**src/rtl/sgl_pkg.sv**
```systemverilog
package sgl_pkg;

  // Kind of update applied to the bus register in a cycle.
  typedef enum logic [1:0] {
    UPD_HOLD = 2'd0,
    UPD_JUMP = 2'd1,
    UPD_STEP = 2'd2
  } upd_e;

  function automatic upd_e classify(logic valid, logic seq);
    if (!valid) return UPD_HOLD;
    return seq ? UPD_STEP : UPD_JUMP;
  endfunction

endpackage

```
**src/rtl/sgl_encoder.sv**
```systemverilog
module sgl_encoder import sgl_pkg::*; #(
  parameter int ADDR_W = 32,
  parameter int SH     = 2
) (
  input  logic              clk,
  input  logic              rst_n,
  input  upd_e              kind,
  input  logic [ADDR_W-1:0] in_addr,
  output logic [ADDR_W-1:0] bus_q,
  output logic [ADDR_W-1:0] bus_d
);

  localparam int UW = ADDR_W - SH;

  // Word index to reflected code.
  function automatic logic [UW-1:0] to_gray(logic [UW-1:0] b);
    return b ^ (b >> 1);
  endfunction

  // Next code in the reflected sequence, computed on the code itself.
  // Even parity: flip bit 0. Odd parity: flip the bit above the lowest one;
  // when that lowest one is the top bit, flip the top bit (wrap to zero).
  function automatic logic [UW-1:0] gray_step(logic [UW-1:0] g);
    logic [UW-1:0] n;
    int            p;
    n = g;
    p = UW - 1;
    if ((^g) == 1'b0) begin
      n[0] = ~n[0];
    end else begin
      for (int i = UW - 1; i >= 0; i--) begin
        if (g[i]) p = i;
      end
      if (p < UW - 1) n[p+1] = ~n[p+1];
      else            n[UW-1] = ~n[UW-1];
    end
    return n;
  endfunction

  logic [UW-1:0] jump_hi;
  logic [UW-1:0] step_hi;

  assign jump_hi = to_gray(in_addr[ADDR_W-1:SH]);
  assign step_hi = gray_step(bus_q[ADDR_W-1:SH]);

  always_comb begin
    unique case (kind)
      UPD_JUMP: bus_d = {jump_hi, in_addr[SH-1:0]};
      UPD_STEP: bus_d = {step_hi, bus_q[SH-1:0]};
      default:  bus_d = bus_q;
    endcase
  end

  always_ff @(posedge clk or negedge rst_n) begin
    if (!rst_n) bus_q <= '0;
    else        bus_q <= bus_d;
  end

endmodule

```
**src/rtl/sgl_decoder.sv**
```systemverilog
module sgl_decoder #(
  parameter int ADDR_W = 32,
  parameter int SH     = 2
) (
  input  logic [ADDR_W-1:0] bus_word,
  output logic [ADDR_W-1:0] rx_addr
);

  logic [ADDR_W-1:0] chain;

  // Prefix XOR from the top bit down to the first coded bit.
  assign chain[ADDR_W-1] = bus_word[ADDR_W-1];
  for (genvar i = ADDR_W - 2; i >= SH; i--) begin : g_chain
    assign chain[i] = chain[i+1] ^ bus_word[i];
  end
  // Byte offset bits travel uncoded.
  assign chain[SH-1:0] = bus_word[SH-1:0];

  assign rx_addr = chain;

endmodule

```
**src/rtl/sgl_flip_meter.sv**
```systemverilog
module sgl_flip_meter import sgl_pkg::*; #(
  parameter int ADDR_W = 32,
  parameter int SH     = 2,
  parameter int CW     = 6
) (
  input  logic              clk,
  input  logic              rst_n,
  input  upd_e              kind,
  input  logic [ADDR_W-1:0] in_addr,
  input  logic [ADDR_W-1:0] bus_q,
  input  logic [ADDR_W-1:0] bus_d,
  output logic [CW-1:0]     gray_flips,
  output logic [CW-1:0]     bin_flips
);

  localparam logic [ADDR_W-1:0] STEP = ADDR_W'(1) << SH;

  function automatic logic [CW-1:0] ones(logic [ADDR_W-1:0] v);
    logic [CW-1:0] c;
    c = '0;
    for (int i = 0; i < ADDR_W; i++) c = c + CW'(v[i]);
    return c;
  endfunction

  // Shadow of the address as a plain binary bus would carry it.
  logic [ADDR_W-1:0] bin_q;
  logic [ADDR_W-1:0] bin_d;

  always_comb begin
    unique case (kind)
      UPD_JUMP: bin_d = in_addr;
      UPD_STEP: bin_d = bin_q + STEP;
      default:  bin_d = bin_q;
    endcase
  end

  always_ff @(posedge clk or negedge rst_n) begin
    if (!rst_n) begin
      bin_q      <= '0;
      gray_flips <= '0;
      bin_flips  <= '0;
    end else begin
      bin_q      <= bin_d;
      gray_flips <= ones(bus_d ^ bus_q);
      bin_flips  <= ones(bin_d ^ bin_q);
    end
  end

endmodule

```
**src/rtl/stride_gray_link.sv**
```systemverilog
module stride_gray_link import sgl_pkg::*; #(
  parameter int ADDR_W       = 32,
  parameter int STRIDE_BYTES = 4
) (
  input  logic                         clk,
  input  logic                         rst_n,
  input  logic                         in_valid,
  input  logic                         in_seq,
  input  logic [ADDR_W-1:0]            in_addr,
  output logic [ADDR_W-1:0]            bus_word,
  output logic                         bus_valid,
  output logic [ADDR_W-1:0]            rx_addr,
  output logic [$clog2(ADDR_W+1)-1:0]  gray_flips,
  output logic [$clog2(ADDR_W+1)-1:0]  bin_flips
);

  localparam int SH = $clog2(STRIDE_BYTES);
  localparam int CW = $clog2(ADDR_W + 1);

  // Named events for the checker.
  upd_e              kind;
  logic              step_evt;
  logic              jump_evt;
  logic [ADDR_W-1:0] bus_next;

  assign kind     = classify(in_valid, in_seq);
  assign step_evt = (kind == UPD_STEP);
  assign jump_evt = (kind == UPD_JUMP);

  sgl_encoder #(.ADDR_W(ADDR_W), .SH(SH)) u_enc (
    .clk     (clk),
    .rst_n   (rst_n),
    .kind    (kind),
    .in_addr (in_addr),
    .bus_q   (bus_word),
    .bus_d   (bus_next)
  );

  sgl_decoder #(.ADDR_W(ADDR_W), .SH(SH)) u_dec (
    .bus_word (bus_word),
    .rx_addr  (rx_addr)
  );

  sgl_flip_meter #(.ADDR_W(ADDR_W), .SH(SH), .CW(CW)) u_meter (
    .clk        (clk),
    .rst_n      (rst_n),
    .kind       (kind),
    .in_addr    (in_addr),
    .bus_q      (bus_word),
    .bus_d      (bus_next),
    .gray_flips (gray_flips),
    .bin_flips  (bin_flips)
  );

  always_ff @(posedge clk or negedge rst_n) begin
    if (!rst_n) bus_valid <= 1'b0;
    else        bus_valid <= in_valid;
  end

endmodule

```
**config.mk**
```make
export PLATFORM = sky130hd
export DESIGN_NAME = stride_gray_link
export DESIGN_NICKNAME = d
export VERILOG_FILES = /design/src/rtl/sgl_pkg.sv /design/src/rtl/sgl_encoder.sv /design/src/rtl/sgl_decoder.sv /design/src/rtl/sgl_flip_meter.sv /design/src/rtl/stride_gray_link.sv
export SDC_FILE = /design/constraint.sdc
export NUM_CORES = 1
export LEC_CHECK = 0
export BUFFER_PORTS_ARGS = -buffer_cell sky130_fd_sc_hd__buf_4
export CAP_MARGIN = 0
export CORE_MARGIN = 3
export CORE_UTILIZATION = 60
export DETAILED_ROUTE_END_ITERATION = 8
export PLACE_DENSITY = 0.8
export SYNTH_ARGS = -nofsm -noshare
export SYNTH_HDL_FRONTEND = slang
export SYNTH_HIERARCHICAL = 1
export SYNTH_SLANG_ARGS = --single-unit
```
**constraint.sdc**
```tcl
create_clock -name clk -period 11.5 [get_ports clk]
set_clock_uncertainty 0.1 [all_clocks]
set_input_delay 1.725 -clock clk [delete_from_list [all_inputs] [get_ports clk]]
set_output_delay 1.725 -clock clk [all_outputs]
set_load 0.005 [all_outputs]
```
==> flow_summary.toml, run 1 <==
[run_status]
outcome = "completed"

[sta]
hold_viol = 0
slew_headroom = 0.3654
setup_viol = 0
maxSlewViolCount = 0
period_needed_ns = 9.084
fin_crit_sh = 0.7899
grt_setup_unrepaired = "false"
max_freq_mhz = 110.1
tns_ns = 0
whs_ns = 0.4043
worst_slew_pin_slew_ns = 0.9438

[die]
io_pins = 113
start_util = 0.6163
die_area_um2 = 17210
die_h_um = 131.2
fp.dieW_um = 131.2
rows = 45
core_area_um2 = 15260

[synth]
synth-compound-area-share = 0.2048
yosysWarnings = 6
yosysSeqAreaShare = 0.2049
synthCells = 1070
synth_area_um2 = 9404
yosysTopAreaCellShare = 0.2049
syn_nets = 1184
syn_area_per_cell_um2 = 8.789
synthAdderAreaFrac = 0.1421
ys.flop_type = "dfrtp_1"
synth_top_family_by_area = "compound AO/OA/AOI/OAI gates"
synth_area_leaders = "dfrtp_1, fa_1, xnor2_1, xor2_1, ha_1"
synth_area_leader_cell = "dfrtp_1"
synthMuxAreaShare = 0.02382
synth-simple-area-share = 0.1752
synth_cell_types = 89
async_flop_share = 1.000
synthXorXnorAreaFrac = 0.1746
synth-seq-cells = 77
synth_edf_count = 0

[clock_network]
clock-root-buffer = "clkbuf_16"
numCtsBuffers = 9
cts_buffer_depth = 2
clk_pin_slew_ns = 0.07
cts_setup_buffers = 0
clock_latency_ns = 0.35
cts_hold_buf = 0
cts_tree = "yes"
numClockSinks = 77
htreeDepth = 3
cts_resized = 0

[route]
drt_iter0_markers = 898
drt-met1-wl_um = 10250
drc = 0
dr.pass1.iters = 5
totalWireLength_um = 26290
wl_per_cell_um = 19.54
wl_met3_um = 1920
vias = 8644
ant_nets = 0
via_per_inst = 6.427
met2_length_um = 13030
top_layer_used = "met4"

[place]
place.detailed.hpwl_um = 19490
io_buffers = 112
gp_congestion = 0.9749
place_inst = 1329

[worst_setup_path]
endpoint_kind = "flip-flop"
critPathMaxFanout = 24
critPathRequiredTime_ns = 11.64
critPathKind = "flip-flop to flip-flop"
arrival_ns = 9.23
start_kind = "flip-flop"

[finish]
drive_above_1_share = 0.1587
n_antenna_cell = 0
area_growth_pct = 12.24
layoutNonFillerInstCount = 1345
nets = 1243

[grt]
grt_pass1_vias = 8193
antenna_found_initial = 0
grt_max_degree = 68
grt_overflow = 0
track_usage = 0.3003
grt_pass1_wl_um = 42360

[job]
cap_violations = 0

[min_path]
hold_class = "flip-flop to flip-flop"
-- through the flow --
stage / util / setup WS, ns / instance area, um^2
3_5_place_dp: 0.6699 / 2.489 / 10220
6_report: 0.6918 / 2.416 / 10560
5_1_grt: 0.6918 / 1.901 / 10560
2_1_floorplan: - / 3.261 / 9404
3_3_place_gp: 0.6699 / 2.672 / 10220
4_1_cts: 0.6918 / 2.475 / 10560
-- synth_stat cells (all sizes together), types with 13 or more instances --
cell     n
a22oi   23
dfrtp   77
o211ai  24
fa      48
nor4    18
or3     13
o21ai   43
nand2   72
clkbuf  48
o31ai   13
nand4   37
buf     26
ha      30
nor3    15
xnor3   13
inv     87
xor2    44
xnor2   91
nand3   48
a21oi   64
nor2    54
-- path summary, 6_finish.rpt --
check	start	to	slack, ns	cells past startpoint
worst max register to register	u_enc/bus_q[28]$_DFF_PN0_	u_meter/gray_flips[4]$_DFF_PN0_	2.42	27
worst min-delay path	u_meter/bin_q[0]$_DFF_PN0_	u_meter/bin_q[0]$_DFF_PN0_	0.40	2
max in group asynchronous	rst_n	u_enc/bus_q[31]$_DFF_PN0_	9.08	2
worst min register to register	u_meter/bin_q[0]$_DFF_PN0_	u_meter/bin_q[0]$_DFF_PN0_	0.40	2
worst max-delay path	u_enc/bus_q[28]$_DFF_PN0_	u_meter/gray_flips[4]$_DFF_PN0_	2.42	27
min in group asynchronous	rst_n	u_meter/bin_flips[5]$_DFF_PN0_	1.14	1
-- cells in the final DEF (no fill, tap or decap), types with 4 or more instances in the layout --
cell type,instances
o21a_1,7
nand4_1,35
a21oi_1,64
o31ai_1,13
and2_1,7
or4_1,8
nor2_1,54
a311oi_1,9
inv_1,84
a21o_1,7
xnor3_1,13
a221oi_1,10
buf_4,122
nand2_1,71
o311ai_0,7
nand3_1,46
dfrtp_1,77
o211ai_1,24
clkbuf_16,9
a211oi_1,6
fa_1,48
or2_2,5
o31a_1,4
a22oi_1,23
xnor2_1,88
ha_1,29
xor2_1,43
mux2i_1,10
nor3_1,14
a22o_1,4
o211a_1,5
o21ai_0,42
nor4_1,17
a211o_1,4
or3_1,13
nand2b_1,8
and3_1,7
mux4_2,5
o221ai_1,4
-- flip-flops by register name (all words and copies together) (netlist names) --
| signal | count |
|---|---|
| u_enc/bus_q | 32 |
| u_meter/bin_q | 32 |
| u_meter/bin_flips | 6 |
| u_meter/gray_flips | 6 |
| bus_valid | 1 |
-- layer usage --
layer  global-route usage  vias to the layer above
met2               0.5181                      434
met1               0.3819                     4142
met4               0.1149                        0
met5                    0                        -
li1                     -                     3989
met3              0.04594                       79
-- worst max-delay path: stages (launching register included) --
cell	delay, ns
dfrtp_1	0.52
inv_1	0.11
ha_1	0.20
nor3_1	0.14
o31ai_1	0.09
a211o_1	0.31
a41oi_1	0.38
nand4_2	0.27
xor2_1	0.79
mux2_2	0.44
a2111oi_4	0.58
nand2_4	0.29
o311ai_1	0.43
xnor2_1	0.22
fa_1	0.50
fa_1	0.52
fa_1	0.56
fa_1	0.48
fa_1	0.53
fa_1	0.48
inv_1	0.06
ha_1	0.16
inv_1	0.05
fa_1	0.40
inv_1	0.08
a21o_1	0.10
a21oi_1	0.07
xnor2_1	0.12
-- kinds of logic (layout without fill, tap and decap cells) --
| logic type | after synthesis | count (layout) |
|---|---|---|
| xor gates and xnor gates | 153 | 153 |
| AOI/OAI and AO/OA | 273 | 273 |
| muxes | 16 | 16 |
| adders and majority gates | 78 | 78 |
| DFF | 77 | 77 |
| buffers and inverters | 162 | 226 |
| and+or+nand+nor | 311 | 311 |
-- layout make-up --
class                   instances  area, um^2
multi-input cells             831        6780
fillers                      1280        4703
flip-flops and latches         77        1927
repair buffers                122       915.9
inverters                      88       335.3
well taps                     211       264.0
clock buffers                  10       239.0
clock inverters                 6       93.84
Power of run 1 is not shown: default switching activity piles up to over one toggle a cycle in this logic, so the estimate is an artifact.
==> inputs of run 2 (changes only) <==
--- a/config.mk
+++ b/config.mk
@@ -8,9 +8,9 @@
 export BUFFER_PORTS_ARGS = -buffer_cell sky130_fd_sc_hd__buf_4
 export CAP_MARGIN = 0
 export CORE_MARGIN = 3
-export CORE_UTILIZATION = 60
+export CORE_UTILIZATION = 55
 export DETAILED_ROUTE_END_ITERATION = 8
-export PLACE_DENSITY = 0.8
+export PLACE_DENSITY = 0.77
 export SYNTH_ARGS = -nofsm -noshare
 export SYNTH_HDL_FRONTEND = slang
 export SYNTH_HIERARCHICAL = 1
==> constraint.sdc (replaced) <==
create_clock -name clk -period 7.55 [get_ports clk]
set_clock_uncertainty 0.1 [all_clocks]
set_input_delay 1.1325 -clock clk [delete_from_list [all_inputs] [get_ports clk]]
set_output_delay 1.1325 -clock clk [all_outputs]
set_load 0.005 [all_outputs]
==> run 2 against run 1 <==
The run now ends with setup timing left. Maximum frequency rose by 14%. Hold slack gained 0.012 ns. Sequential share of layout area fell by 2.1 points. Critical path type unchanged. Largest cell class unchanged.
==> flow_summary.toml, run 2 (synthesized netlist as in run 1, its figures left out) <==
[route]
dr.pass1.iters = 6
via_per_inst = 6.240
ant_nets = 0
vias = 9329
wl_per_cell_um = 19.76
drc = 0
totalWireLength_um = 29540
drt_iter0_markers = 808

[clock_network]
cts_buffer_depth = 2
clock-root-buffer = "clkbuf_16"
clk_pin_slew_ns = 0.07
numClockSinks = 77
htreeDepth = 3
clock_latency_ns = 0.36
cts_tree = "yes"
numCtsBuffers = 9

[worst_setup_path]
path_delay_family = "adder cells"
cp_common_cell = "fa_1"
crit_buf_inv = 6
critPathRequiredTime_ns = 7.70
arrival_ns = 8.10
crit_slowest_cell = "fa_1"
reg2reg_from = "u_enc/bus_q[28]$_DFF_PN0_"
critPathKind = "flip-flop to flip-flop"
critPathMaxFanout = 7
r2r_slack_ns = -0.41
start_kind = "flip-flop"
endpoint_kind = "flip-flop"
crit_path_start = "u_enc/bus_q[28]$_DFF_PN0_"
slowest_delay_ns = 0.56

[finish]
utilization = 0.7189
drive_above_1_share = 0.2839
area_growth_pct = 27.22
layoutNonFillerInstCount = 1495
register_area_um2 = 1931
stdcell_area_um2 = 11960
largestRegisters = "u_enc/bus_q x32, u_meter/bin_q x32"
multi_input_area_um2 = 7106
n_antenna_cell = 0
nets = 1384
final_cell_mix = "buf_4, xnor2_1, inv_1, dfrtp_1, nand2_1"
final_common_cell = "buf_4"
fill_cells = 1318

[place]
io_buffers = 112
place_inst = 1461
place.detailed.hpwl_um = 22230
gp_congestion = 0.9542
place_area_um2 = 11270

[die]
die_h_um = 136.8
die_area_um2 = 18700
io_pins = 113
rows = 47
core_area_um2 = 16640
start_util = 0.5651
fp.dieW_um = 136.8

[grt]
grt_max_degree = 68
antenna_found_initial = 0
grt_pass1_wl_um = 45970
track_usage = 0.3147
grt_overflow = 0
grt_pass1_vias = 8794

[sta]
maxSlewViolCount = 0
tns_ns = -1.642
worst_slew_pin_slew_ns = 0.8157
setup_viol = 5
worst_slack_ns = -0.4064
fin_crit_sh = 1.054
slew_headroom = 0.4512
period_needed_ns = 7.956
grt_setup_unrepaired = "true"
hold_viol = 0
max_freq_mhz = 125.7

[run_status]
violations = "setup timing"
outcome = "complete, but fails checks"

[job]
cap_violations = 0

[min_path]
hold_class = "flip-flop to flip-flop"
hp-start = "u_meter/bin_q[1]$_DFF_PN0_"
run 2: stage by stage:
stage               hold slack, ns  worst slack, ns
global route                0.4538          -0.6309
detailed placement          0.3944          -0.6007
CTS                         0.4077          -0.1802
finish                      0.4167          -0.4064
global placement            0.3787          -0.4292
floorplan                   0.3658          -0.2089
run 2: worst reg2reg max path, delay by kind of cell (launching register included):
family	cells	cell delay [ns]
AOI/OAI and AO/OA	9	1.86
muxes	3	0.44
adders and majority gates	10	3.96
buffers and inverters	6	0.62
xor gates and xnor gates	2	0.32
DFF	1	0.43
and+or+nand+nor	2	0.14
run 2: cell type report:
cell class	count	area share
Clock buffer	9	0.01882
Clock inverter	7	0.007425
Inverter	88	0.02803
Multi-Input combinational cell	833	0.5939
Sequential cell	77	0.1614
Tap cell	220	0.02301
Timing Repair Buffer	261	0.1674
run 2: final timing paths:
kind	to	cells past startpoint
setup / recovery	u_meter/gray_flips[4]$_DFF_PN0_	32
hold / removal	u_meter/bin_q[1]$_DFF_PN0_	2
setup reg to reg	u_meter/gray_flips[4]$_DFF_PN0_	32
hold reg to reg	u_meter/bin_q[1]$_DFF_PN0_	2
max in group asynchronous	u_enc/bus_q[14]$_DFF_PN0_	2
min in group asynchronous	bus_valid$_DFF_PN0_	1
run 2: repair_timing:
action	in CTS	in global routing
pin swaps	31	25
endpoints found under the setup margin	5	5
buffers inserted	9	7
gates resized for setup	27	15
hold buffers	0	0
cloned	2	0
run 2: metal layers:
metal,GRT usage,vias to the layer above,part of all wire
li1,-,4281,-
met1,0.4042,4485,0.39
met2,0.5359,491,0.50
met3,0.03603,72,0.076
met4,0.1383,0,0.033
met5,0,-,0
Power of run 2 is left out for the same reason.
